## config.mk

```make
export PLATFORM = sky130hd
export DESIGN_NAME = uart_irq_status_core
export DESIGN_NICKNAME = d
export VERILOG_FILES = /design/src/rtl/uart_irq_pkg.sv /design/src/rtl/uart_host_regs.sv /design/src/rtl/uart_line_status.sv /design/src/rtl/uart_modem_status.sv /design/src/rtl/uart_irq_encoder.sv /design/src/rtl/uart_irq_status_core.sv
export SDC_FILE = /design/constraint.sdc
export NUM_CORES = 1
export LEC_CHECK = 0
export CAP_MARGIN = 10
export CORE_UTILIZATION = 50
export CTS_CLUSTER_DIAMETER = 120
export DETAILED_ROUTE_END_ITERATION = 10
export MAX_ROUTING_LAYER = met4
export PLACE_DENSITY = 0.88
export SLEW_MARGIN = 25
export SYNTH_ARGS = -nofsm -noshare
export SYNTH_HDL_FRONTEND = slang
export SYNTH_SLANG_ARGS = --single-unit
```

## constraint.sdc

```tcl
create_clock -name clk_i -period 5.4 [get_ports clk_i]
set_input_delay 1.62 -clock clk_i [delete_from_list [all_inputs] [get_ports clk_i]]
set_output_delay 1.62 -clock clk_i [all_outputs]
set_load 0.005 [all_outputs]
```

## src/rtl/uart_irq_pkg.sv

```systemverilog
`timescale 1ns/1ps
package uart_irq_pkg;
  localparam int unsigned DW       = 8;
  localparam int unsigned AW       = 3;
  localparam int unsigned NUM_ERR  = 4;
  localparam int unsigned NUM_MDM  = 4;
  localparam int unsigned NUM_SRC  = 4;
  localparam int unsigned DLAB_BIT = 7;

  localparam logic [AW-1:0] OFS_DATA = 3'd0;
  localparam logic [AW-1:0] OFS_IER  = 3'd1;
  localparam logic [AW-1:0] OFS_IIR  = 3'd2;
  localparam logic [AW-1:0] OFS_LCR  = 3'd3;
  localparam logic [AW-1:0] OFS_MCR  = 3'd4;
  localparam logic [AW-1:0] OFS_LSR  = 3'd5;
  localparam logic [AW-1:0] OFS_MSR  = 3'd6;

  // source index = enable bit position
  localparam int unsigned SRC_RX = 0;
  localparam int unsigned SRC_TX = 1;
  localparam int unsigned SRC_LS = 2;
  localparam int unsigned SRC_MS = 3;

  typedef enum logic [2:0] {
    ID_MS   = 3'b000,
    ID_NONE = 3'b001,
    ID_TX   = 3'b010,
    ID_RX   = 3'b100,
    ID_LS   = 3'b110
  } iir_id_e;
endpackage

```

## src/rtl/uart_host_regs.sv

```systemverilog
`timescale 1ns/1ps
module uart_host_regs
  import uart_irq_pkg::*;
#(
  parameter int unsigned DATA_W = DW,
  parameter int unsigned EN_W   = NUM_SRC
) (
  input  logic              clk_i,
  input  logic              rst_ni,
  input  logic              cs_i,
  input  logic              rd_i,
  input  logic              wr_i,
  input  logic [AW-1:0]     addr_i,
  input  logic [DATA_W-1:0] wdata_i,
  output logic [DATA_W-1:0] lcr_o,
  output logic [DATA_W-1:0] mcr_o,
  output logic [EN_W-1:0]   ier_o,
  output logic [DATA_W-1:0] dll_o,
  output logic [DATA_W-1:0] dlm_o,
  output logic              tx_we_o,
  output logic              rx_rd_o,
  output logic              fcr_we_o,
  output logic              iir_rd_o,
  output logic              lsr_rd_o,
  output logic              msr_rd_o,
  output logic              tx_arm_o
);
  logic wr_en, rd_en, dlab;

  assign wr_en = cs_i & wr_i;
  assign rd_en = cs_i & rd_i;
  assign dlab  = lcr_o[DLAB_BIT];

  assign tx_we_o  = wr_en & (addr_i == OFS_DATA) & ~dlab;
  assign rx_rd_o  = rd_en & (addr_i == OFS_DATA) & ~dlab;
  assign fcr_we_o = wr_en & (addr_i == OFS_IIR);
  assign iir_rd_o = rd_en & (addr_i == OFS_IIR);
  assign lsr_rd_o = rd_en & (addr_i == OFS_LSR);
  assign msr_rd_o = rd_en & (addr_i == OFS_MSR);
  // enable of transmit-empty going 0 -> 1
  assign tx_arm_o = wr_en & (addr_i == OFS_IER) & ~dlab
                  & wdata_i[SRC_TX] & ~ier_o[SRC_TX];

  always_ff @(posedge clk_i or negedge rst_ni) begin
    if (!rst_ni) begin
      lcr_o <= '0;
      mcr_o <= '0;
      ier_o <= '0;
      dll_o <= '0;
      dlm_o <= '0;
    end else if (wr_en) begin
      case (addr_i)
        OFS_DATA: if (dlab) dll_o <= wdata_i;
        OFS_IER: begin
          if (dlab) dlm_o <= wdata_i;
          else      ier_o <= wdata_i[EN_W-1:0];
        end
        OFS_LCR: lcr_o <= wdata_i;
        OFS_MCR: mcr_o <= wdata_i;
        default: ;
      endcase
    end
  end

  assert_no_rd_wr_R10: assert property (@(posedge clk_i) disable iff (!rst_ni)
    cs_i |-> !(rd_i && wr_i));

  assert_dlab_ier_hold_R2: assert property (@(posedge clk_i) disable iff (!rst_ni)
    (wr_en && addr_i == OFS_IER && dlab) |=> $stable(ier_o));
endmodule

```

## src/rtl/uart_line_status.sv

```systemverilog
`timescale 1ns/1ps
module uart_line_status
  import uart_irq_pkg::*;
#(
  parameter int unsigned ERR_N  = NUM_ERR,
  parameter int unsigned DATA_W = DW
) (
  input  logic              clk_i,
  input  logic              rst_ni,
  input  logic [ERR_N-1:0]  evt_i,
  input  logic              clr_i,
  input  logic              rx_avail_i,
  input  logic              thr_empty_i,
  input  logic              tx_empty_i,
  output logic [DATA_W-1:0] lsr_o,
  output logic              err_any_o
);
  localparam int unsigned PAD_W = DATA_W - ERR_N - 3;

  logic [ERR_N-1:0] flag_q;

  for (genvar i = 0; i < ERR_N; i++) begin : g_flag
    always_ff @(posedge clk_i or negedge rst_ni) begin
      if (!rst_ni) flag_q[i] <= 1'b0;
      else         flag_q[i] <= evt_i[i] | (flag_q[i] & ~clr_i);
    end

    assert_err_sticky_R4: assert property (@(posedge clk_i) disable iff (!rst_ni)
      evt_i[i] |=> flag_q[i]);
  end

  assign err_any_o = |flag_q;
  assign lsr_o     = {{PAD_W{1'b0}}, tx_empty_i, thr_empty_i, flag_q, rx_avail_i};

  assert_lsr_clear_R5: assert property (@(posedge clk_i) disable iff (!rst_ni)
    (clr_i && evt_i == '0) |=> (lsr_o[ERR_N:1] == '0));
endmodule

```

## src/rtl/uart_modem_status.sv

```systemverilog
`timescale 1ns/1ps
module uart_modem_status
  import uart_irq_pkg::*;
#(
  parameter int unsigned LINE_N = NUM_MDM
) (
  input  logic                clk_i,
  input  logic                rst_ni,
  input  logic [LINE_N-1:0]   line_i,
  input  logic                clr_i,
  output logic [2*LINE_N-1:0] msr_o,
  output logic                chg_any_o
);
  logic [LINE_N-1:0] lvl_q, chg_q;

  for (genvar i = 0; i < LINE_N; i++) begin : g_line
    always_ff @(posedge clk_i or negedge rst_ni) begin
      if (!rst_ni) begin
        lvl_q[i] <= 1'b0;
        chg_q[i] <= 1'b0;
      end else begin
        lvl_q[i] <= line_i[i];
        chg_q[i] <= (line_i[i] ^ lvl_q[i]) | (chg_q[i] & ~clr_i);
      end
    end

    assert_chg_flag_R6: assert property (@(posedge clk_i) disable iff (!rst_ni)
      (line_i[i] != lvl_q[i]) |=> (msr_o[i] && msr_o[LINE_N+i] == !$past(line_i[i])));
  end

  assign msr_o     = {~lvl_q, chg_q};
  assign chg_any_o = |chg_q;

  assert_msr_clear_R7: assert property (@(posedge clk_i) disable iff (!rst_ni)
    (clr_i && line_i == lvl_q) |=> !chg_any_o);
endmodule

```

## src/rtl/uart_irq_encoder.sv

```systemverilog
`timescale 1ns/1ps
module uart_irq_encoder
  import uart_irq_pkg::*;
#(
  parameter int unsigned SRC_N  = NUM_SRC,
  parameter int unsigned DATA_W = DW
) (
  input  logic              clk_i,
  input  logic              rst_ni,
  input  logic [SRC_N-1:0]  ier_i,
  input  logic              ls_any_i,
  input  logic              rx_avail_i,
  input  logic              thr_empty_i,
  input  logic              ms_any_i,
  input  logic              tx_arm_i,
  input  logic              tx_we_i,
  input  logic              iir_rd_i,
  output logic [DATA_W-1:0] iir_o,
  output logic              irq_o
);
  logic             thr_lvl_q, tx_pend_q, tx_set, tx_clr;
  logic [SRC_N-1:0] raw, src, grant;
  iir_id_e          id;

  assign tx_set = (thr_empty_i & ~thr_lvl_q) | (tx_arm_i & thr_empty_i);
  assign tx_clr = tx_we_i | (iir_rd_i & (id == ID_TX));

  always_ff @(posedge clk_i or negedge rst_ni) begin
    if (!rst_ni) begin
      thr_lvl_q <= 1'b0;
      tx_pend_q <= 1'b0;
    end else begin
      thr_lvl_q <= thr_empty_i;
      tx_pend_q <= tx_set | (tx_pend_q & ~tx_clr);
    end
  end

  always_comb begin
    raw         = '0;
    raw[SRC_RX] = rx_avail_i;
    raw[SRC_TX] = tx_pend_q;
    raw[SRC_LS] = ls_any_i;
    raw[SRC_MS] = ms_any_i;
  end

  for (genvar i = 0; i < SRC_N; i++) begin : g_mask
    assign src[i] = raw[i] & ier_i[i];
  end

  always_comb begin
    grant = '0;
    id    = ID_NONE;
    if (src[SRC_LS]) begin
      grant[SRC_LS] = 1'b1;
      id            = ID_LS;
    end else if (src[SRC_RX]) begin
      grant[SRC_RX] = 1'b1;
      id            = ID_RX;
    end else if (src[SRC_TX]) begin
      grant[SRC_TX] = 1'b1;
      id            = ID_TX;
    end else if (src[SRC_MS]) begin
      grant[SRC_MS] = 1'b1;
      id            = ID_MS;
    end
  end

  assign iir_o = {{(DATA_W-3){1'b0}}, id};
  assign irq_o = |src;

  assert_grant_onehot_R8: assert property (@(posedge clk_i) disable iff (!rst_ni)
    $onehot0(grant));

  assert_irq_matches_id_R3: assert property (@(posedge clk_i) disable iff (!rst_ni)
    irq_o == !iir_o[0]);

  assert_ls_wins_R8: assert property (@(posedge clk_i) disable iff (!rst_ni)
    src[SRC_LS] |-> (iir_o[2:0] == 3'b110));

  assert_tx_clear_R9: assert property (@(posedge clk_i) disable iff (!rst_ni)
    (iir_rd_i && iir_o[2:0] == 3'b010 && !tx_set) |=> !tx_pend_q);
endmodule

```

## src/rtl/uart_irq_status_core.sv

```systemverilog
`timescale 1ns/1ps
module uart_irq_status_core
  import uart_irq_pkg::*;
(
  input  logic        clk_i,
  input  logic        rst_ni,
  input  logic        cs_i,
  input  logic        rd_i,
  input  logic        wr_i,
  input  logic [2:0]  addr_i,
  input  logic [7:0]  wdata_i,
  output logic [7:0]  rdata_o,
  input  logic [7:0]  rx_data_i,
  input  logic        rx_avail_i,
  input  logic        ovr_err_i,
  input  logic        par_err_i,
  input  logic        frm_err_i,
  input  logic        brk_i,
  input  logic        thr_empty_i,
  input  logic        tx_empty_i,
  input  logic        cts_i,
  input  logic        dsr_i,
  input  logic        ri_i,
  input  logic        dcd_i,
  output logic        tx_we_o,
  output logic        rx_rd_o,
  output logic        fcr_we_o,
  output logic [7:0]  lcr_o,
  output logic [7:0]  mcr_o,
  output logic [15:0] divisor_o,
  output logic        irq_o
);
  localparam int unsigned EN_PAD = DW - NUM_SRC;

  logic [NUM_SRC-1:0]   ier;
  logic [DW-1:0]        dll, dlm, lsr, iir;
  logic [2*NUM_MDM-1:0] msr;
  logic                 iir_rd, lsr_rd, msr_rd, tx_arm, err_any, chg_any;

  uart_host_regs u_regs (
    .clk_i    (clk_i),
    .rst_ni   (rst_ni),
    .cs_i     (cs_i),
    .rd_i     (rd_i),
    .wr_i     (wr_i),
    .addr_i   (addr_i),
    .wdata_i  (wdata_i),
    .lcr_o    (lcr_o),
    .mcr_o    (mcr_o),
    .ier_o    (ier),
    .dll_o    (dll),
    .dlm_o    (dlm),
    .tx_we_o  (tx_we_o),
    .rx_rd_o  (rx_rd_o),
    .fcr_we_o (fcr_we_o),
    .iir_rd_o (iir_rd),
    .lsr_rd_o (lsr_rd),
    .msr_rd_o (msr_rd),
    .tx_arm_o (tx_arm)
  );

  uart_line_status u_lsr (
    .clk_i       (clk_i),
    .rst_ni      (rst_ni),
    .evt_i       ({brk_i, frm_err_i, par_err_i, ovr_err_i}),
    .clr_i       (lsr_rd),
    .rx_avail_i  (rx_avail_i),
    .thr_empty_i (thr_empty_i),
    .tx_empty_i  (tx_empty_i),
    .lsr_o       (lsr),
    .err_any_o   (err_any)
  );

  uart_modem_status u_msr (
    .clk_i     (clk_i),
    .rst_ni    (rst_ni),
    .line_i    ({dcd_i, ri_i, dsr_i, cts_i}),
    .clr_i     (msr_rd),
    .msr_o     (msr),
    .chg_any_o (chg_any)
  );

  uart_irq_encoder u_enc (
    .clk_i       (clk_i),
    .rst_ni      (rst_ni),
    .ier_i       (ier),
    .ls_any_i    (err_any),
    .rx_avail_i  (rx_avail_i),
    .thr_empty_i (thr_empty_i),
    .ms_any_i    (chg_any),
    .tx_arm_i    (tx_arm),
    .tx_we_i     (tx_we_o),
    .iir_rd_i    (iir_rd),
    .iir_o       (iir),
    .irq_o       (irq_o)
  );

  assign divisor_o = {dlm, dll};

  always_comb begin
    case (addr_i)
      OFS_DATA: rdata_o = lcr_o[DLAB_BIT] ? dll : rx_data_i;
      OFS_IER:  rdata_o = lcr_o[DLAB_BIT] ? dlm : {{EN_PAD{1'b0}}, ier};
      OFS_IIR:  rdata_o = iir;
      OFS_LCR:  rdata_o = lcr_o;
      OFS_MCR:  rdata_o = mcr_o;
      OFS_LSR:  rdata_o = lsr;
      OFS_MSR:  rdata_o = msr;
      default:  rdata_o = '0;
    endcase
  end

  assert_irq_drops_R3: assert property (@(posedge clk_i) disable iff (!rst_ni)
    (lsr_rd && ier == 4'b0100 && {brk_i, frm_err_i, par_err_i, ovr_err_i} == 4'b0) |=> !irq_o);
endmodule

```

==> impl_metrics.ini, run 1 <==
[run_status]
status = completed

[worst_setup_path]
arrival_ns = 3.61
cp_data_required_time_ns = 3.78
worstPathMaxFanout = 27
end_kind = output port
path_class = input port to output port
critPathLaunchType = input port

[detailed_routing]
drt_first_pass_iters = 4
drtIter0Drc = 127
drtAntennaViolNets = 0
drc_errors = 0
wirelength_um = 6540
viasPerCell = 5.71
vias = 2034
routedWlPerCell_um = 18.4

[timing]
tightest_slew_ns = 0.920
fin_crit_ns = 5.23
final_hold_viol_count = 0
maxSlewHeadroom_pct = 38.7
finalCritPeriodShare_pct = 96.9
tns_ns = 0
setup_viol = 0
fmax_ghz = 0.191
drv_slew = 0
whs_ns = 0.519
finalClockSkew_ns = 0.00695
rsz0062_at_grt = false

[die]
start_util_pct = 52.8
die_width_um = 73.1
ioPinCount = 79
fp.dieH_um = 73.1
coreArea_sq_um = 4790
die-area_sq_um = 5340
rows = 25

[grt]
grt_max_degree = 51
antenna_found_initial = 0
grt_usage_pct = 28.2
grt_pass1_wl_um = 10600
grt_pass1_vias = 2076
overflow = 0

[cells_and_area]
layout_common_cells = 77 x clkdlybuf4s50_1, 50 x dfrtp_1, 36 x mux2_2
n_antenna_cell = 0
fin_cells = 356
nets = 323
final_common_cell = clkdlybuf4s50_1
finalInstanceArea_sq_um = 3490
nFillCells = 341
layout-drive-gt1-share_pct = 19.7
multi_input_area_sq_um = 1200
ff_latch_area_sq_um = 1250
syn_to_final_growth_pct = 38.2

[yosys]
seq_area_frac_synth_pct = 49.5
synth_compound_area_share_pct = 9.80
synth_area_per_cell_sq_um = 12.0
synth_area_sq_um = 2530
synth-seq-cells = 50
synthXorXnorAreaFrac_pct = 1.39
async_flop_share_pct = 100
synth_warnings = 0
syn-num-nets = 245
netlist_instances = 210
synth_edf_count = 0
ys_types = 42
synthAdderAreaFrac_pct = 0
synth_top_family_by_area = multiplexers
synth_mux_area_share_pct = 25.6
synth-simple-area-share_pct = 10.8
ys.flop_type = dfrtp_1

[placed_design]
dpl.hpwl_um = 4620
place_congestion = 0.852
place_inst = 348
portBuffers = 78
place_area_sq_um = 3380

[clock_tree]
htree_levels = 2
cts_resized = 0
cts_hold_buf = 0
path_clk_slew_ns = 0.09
ctsRootBufferMaster = clkbuf_8
cts_buffer_depth = 2
numCtsBuffers = 5
numClockSinks = 50
cts_tree = built
cts_setup_buffers = 0
clock_latency_ns = 0.32

[run]
maxCapViolCount = 0

[power_and_ir_drop]
power.leakage_nw = 1.45
ir_drop_uv = 257
power.density_nw_per_um2 = 315

[hold_path]
hold_class = register to register
## Yosys cell counts, types with 5 or more instances
cell type / n / area, sq um
dfrtp_1: 50 / 1250
nor2b_1: 5 / 31.3
mux2_2: 36 / 405
buf_2: 6 / 30.0
nand2_1: 14 / 52.6
nor2_1: 8 / 30.0
inv_1: 5 / 18.8
mux2i_1: 13 / 130
## sequential cells by signal, summed over array words and instances (netlist names), 4 cells and up
name	count
u_regs.dll_o	8
u_regs.dlm_o	8
u_regs.lcr_o	8
u_regs.mcr_o	8
u_lsr.lsr_o	4
u_msr.lvl_q	4
u_msr.msr_o	4
u_regs.ier_o	4
## stage by stage
step	util [%]	setup WS (ns)	total power, mW
after floorplan	-	1.23	0.638
after global placement	70.6	0.265	0.827
after CTS	73.0	0.181	1.10
final	73.0	0.169	1.10
after detailed placement	70.6	0.237	0.836
after global routing	73.0	0.123	1.15
## final timing paths
path                                  from         endpoint  slack (ns)  cells past startpoint
setup / recovery                 addr_i[0]       rdata_o[2]        0.17                      7
hold / removal              u_msr.msr_o[3]   u_msr.msr_o[3]        0.52                      2
setup reg to reg           u_regs.lcr_o[7]  u_regs.dlm_o[0]        3.12                      3
hold reg to reg             u_msr.msr_o[3]   u_msr.msr_o[3]        0.52                      2
max in group asynchronous           rst_ni  u_regs.dll_o[1]        3.66                      1
min in group asynchronous           rst_ni  u_regs.dll_o[4]        1.32                      1
## metal layers
layer	track usage, %	up-vias	share of wire (%)
met5	-	-	0
met1	35.6	998	41
met4	12.4	0	2.1
met3	5.25	17	7.7
met2	44.3	94	49
li1	-	925	-
## cell families (layout without fill, tap and decap cells)
family	after synthesis	in the layout
DFF	50	50
muxes	56	56
AOI/OAI and AO/OA	33	33
xor gates and xnor gates	4	4
buffers and inverters	16	95
and+or+nand+nor	51	51
## power breakdown
part,switching [mW],internal [mW]
Clock,0.131,0.138
Combinational,0.107,0.221
Sequential,0.0663,0.436
## worst max-delay path, cell delays in order
cell             delay [ns]
clkdlybuf4s50_1        0.45
buf_12                 0.18
or2_1                  0.32
o22ai_1                0.20
a31oi_1                0.08
a22oi_1                0.21
clkdlybuf4s50_1        0.54
## cell type report
cell class	count	share of cell area, %
multi-input cells	144	34.5
repair buffers	82	23.5
clock inverters	3	1.29
flip-flops and latches	50	35.8
inverters	5	0.537
well taps	67	2.40
clock buffers	5	1.97
(Power assumes the default switching activity.)
==> run 2: changes to the inputs <==
--- a/config.mk
+++ b/config.mk
@@ -5,7 +5,9 @@
 export SDC_FILE = /design/constraint.sdc
 export NUM_CORES = 1
 export LEC_CHECK = 0
+export ABC_CLOCK_PERIOD_IN_PS = 5400
 export CAP_MARGIN = 10
+export CORE_ASPECT_RATIO = 1.1
 export CORE_UTILIZATION = 50
 export CTS_CLUSTER_DIAMETER = 120
 export DETAILED_ROUTE_END_ITERATION = 10
==> impl_metrics.ini, run 2 (synthesized netlist as in run 1, its figures left out) <==
[worst_setup_path]
cp_slowest_stage_delay_ns = 0.58
critPathLaunchType = input port
end_kind = output port
path_class = input port to output port
cp_common_cell = clkdlybuf4s50_1
rr_worst_depth = 3
cp_data_required_time_ns = 3.78
crit_buf_inv = 3
worstPathMaxFanout = 9
rrSetupSlack_ns = 3.12
worstPathCellList = clkdlybuf4s50_1 > buf_4 > nand3b_1 > nor3b_1 > clkdlybuf4s50_1
crit_path_top_delay_cell = clkdlybuf4s50_1
r2r_end = u_regs.dll_o[2]
path_delay_family = buffers and inverters
arrival_ns = 3.48
reg2reg_from = u_regs.lcr_o[7]

[timing]
finalCritPeriodShare_pct = 94.4
fmax_ghz = 0.196
final_hold_viol_count = 0
fin_crit_ns = 5.10
rsz0062_at_grt = false
setup_viol = 0
drv_slew = 0
tns_ns = 0
finalClockSkew_ns = 0.00319
maxSlewHeadroom_pct = 38.6
tightest_slew_ns = 0.921

[clock_tree]
cts_setup_buffers = 0
numCtsBuffers = 5
clock_latency_ns = 0.30
numClockSinks = 50
cts_resized = 0
htree_levels = 2
ctsRootBufferMaster = clkbuf_8
cts_hold_buf = 0
cts_tree = built
path_clk_slew_ns = 0.09
cts_buffer_depth = 2

[die]
fp.dieH_um = 76.6
rows = 26
start_util_pct = 53.2
ioPinCount = 79
coreArea_sq_um = 4750
die-area_sq_um = 5340
die_width_um = 69.8

[power_and_ir_drop]
power.density_nw_per_um2 = 300
ir_drop_uv = 233
power.leakage_nw = 1.45

[cells_and_area]
nets = 324
finalInstanceArea_sq_um = 3450
syn_to_final_growth_pct = 36.6
n_antenna_cell = 0
layout-drive-gt1-share_pct = 19.7
layout_common_cells = 77 x clkdlybuf4s50_1, 50 x dfrtp_1, 36 x mux2_2
final_common_cell = clkdlybuf4s50_1

[detailed_routing]
wirelength_um = 6570
drtIter0Drc = 223
drtAntennaViolNets = 0
routedWlPerCell_um = 19.0
drt_first_pass_iters = 4
vias = 2040
drc_errors = 0
viasPerCell = 5.91

[placed_design]
portBuffers = 78
place_area_sq_um = 3370
place_congestion = 0.833
dpl.hpwl_um = 4730

[run_status]
status = completed

[grt]
grt_pass1_wl_um = 10800
grt_max_degree = 51
overflow = 0
antenna_found_initial = 0
grt_usage_pct = 26.8
grt_pass1_vias = 2113

[hold_path]
whs_path_depth = 2
holdPathEnd = u_msr.msr_o[3]
hold_start = u_msr.lvl_q[3]
hold_class = register to register

[run]
maxCapViolCount = 0
## run 2: cell types whose count changed in the layout (fill, tap and decap cells not counted), sizes merged
cell and delta:
buf +1, bufinv -1, clkinvlp -2, clkinv +2
## run 2: how the worst max path moves through the flow
stage,slack (ns),startpoint,to,cells past startpoint
final,0.30,addr_i[2],fcr_we_o,5
after global routing,0.18,addr_i[1],rdata_o[6],6
after detailed placement,0.31,addr_i[2],fcr_we_o,5
after floorplan,1.23,addr_i[0],rdata_o[1],5
after global placement,0.31,addr_i[0],rdata_o[2],7
after CTS,0.31,addr_i[1],rdata_o[6],6
## run 2: area by class of cell
| type | count | area (sq um) |
|---|---|---|
| multi-input combinational | 144 | 1200 |
| timing repair buffer | 83 | 828 |
| clock buffer | 5 | 68.8 |
| tap | 56 | 70.1 |
| inverter | 5 | 18.8 |
| sequential | 50 | 1250 |
| clock inverter | 2 | 10.0 |
| fill | 352 | 1300 |
## run 2: through the flow
stage	setup slack, ns	power (mW)	utilization [%]	instances	hold slack [ns]
after floorplan	1.23	0.638	-	210	0.462
after global placement	0.309	0.827	71.0	338	0.488
after detailed placement	0.310	0.837	71.0	338	0.494
after CTS	0.305	1.04	72.7	345	0.538
after global routing	0.181	1.09	72.7	345	0.552
final	0.302	1.04	72.7	345	0.537
## run 2: worst min-delay path, cell delays in order, from the launching register on
cell,delay (ns)
dfrtp_1,0.38
xnor2_1,0.08
nand2_1,0.05
## run 2: per-layer routing
metal / share of wire [%] / vias to the layer above / routed length [um] / global-route usage, %
met5: 0 / - / 0 / -
met2: 49 / 88 / 3230 / 42.7
met3: 7.1 / 13 / 466 / 5.29
li1: - / 928 / - / -
met4: 2.3 / 0 / 154 / 7.40
met1: 41 / 1011 / 2710 / 35.0
## run 2: report_power, final
| group | total (mW) | internal (mW) | switching (mW) |
|---|---|---|---|
| clock | 0.206 | 0.0872 | 0.119 |
| combinational | 0.327 | 0.221 | 0.106 |
| sequential | 0.503 | 0.436 | 0.0668 |
| total | 1.04 | 0.745 | 0.292 |
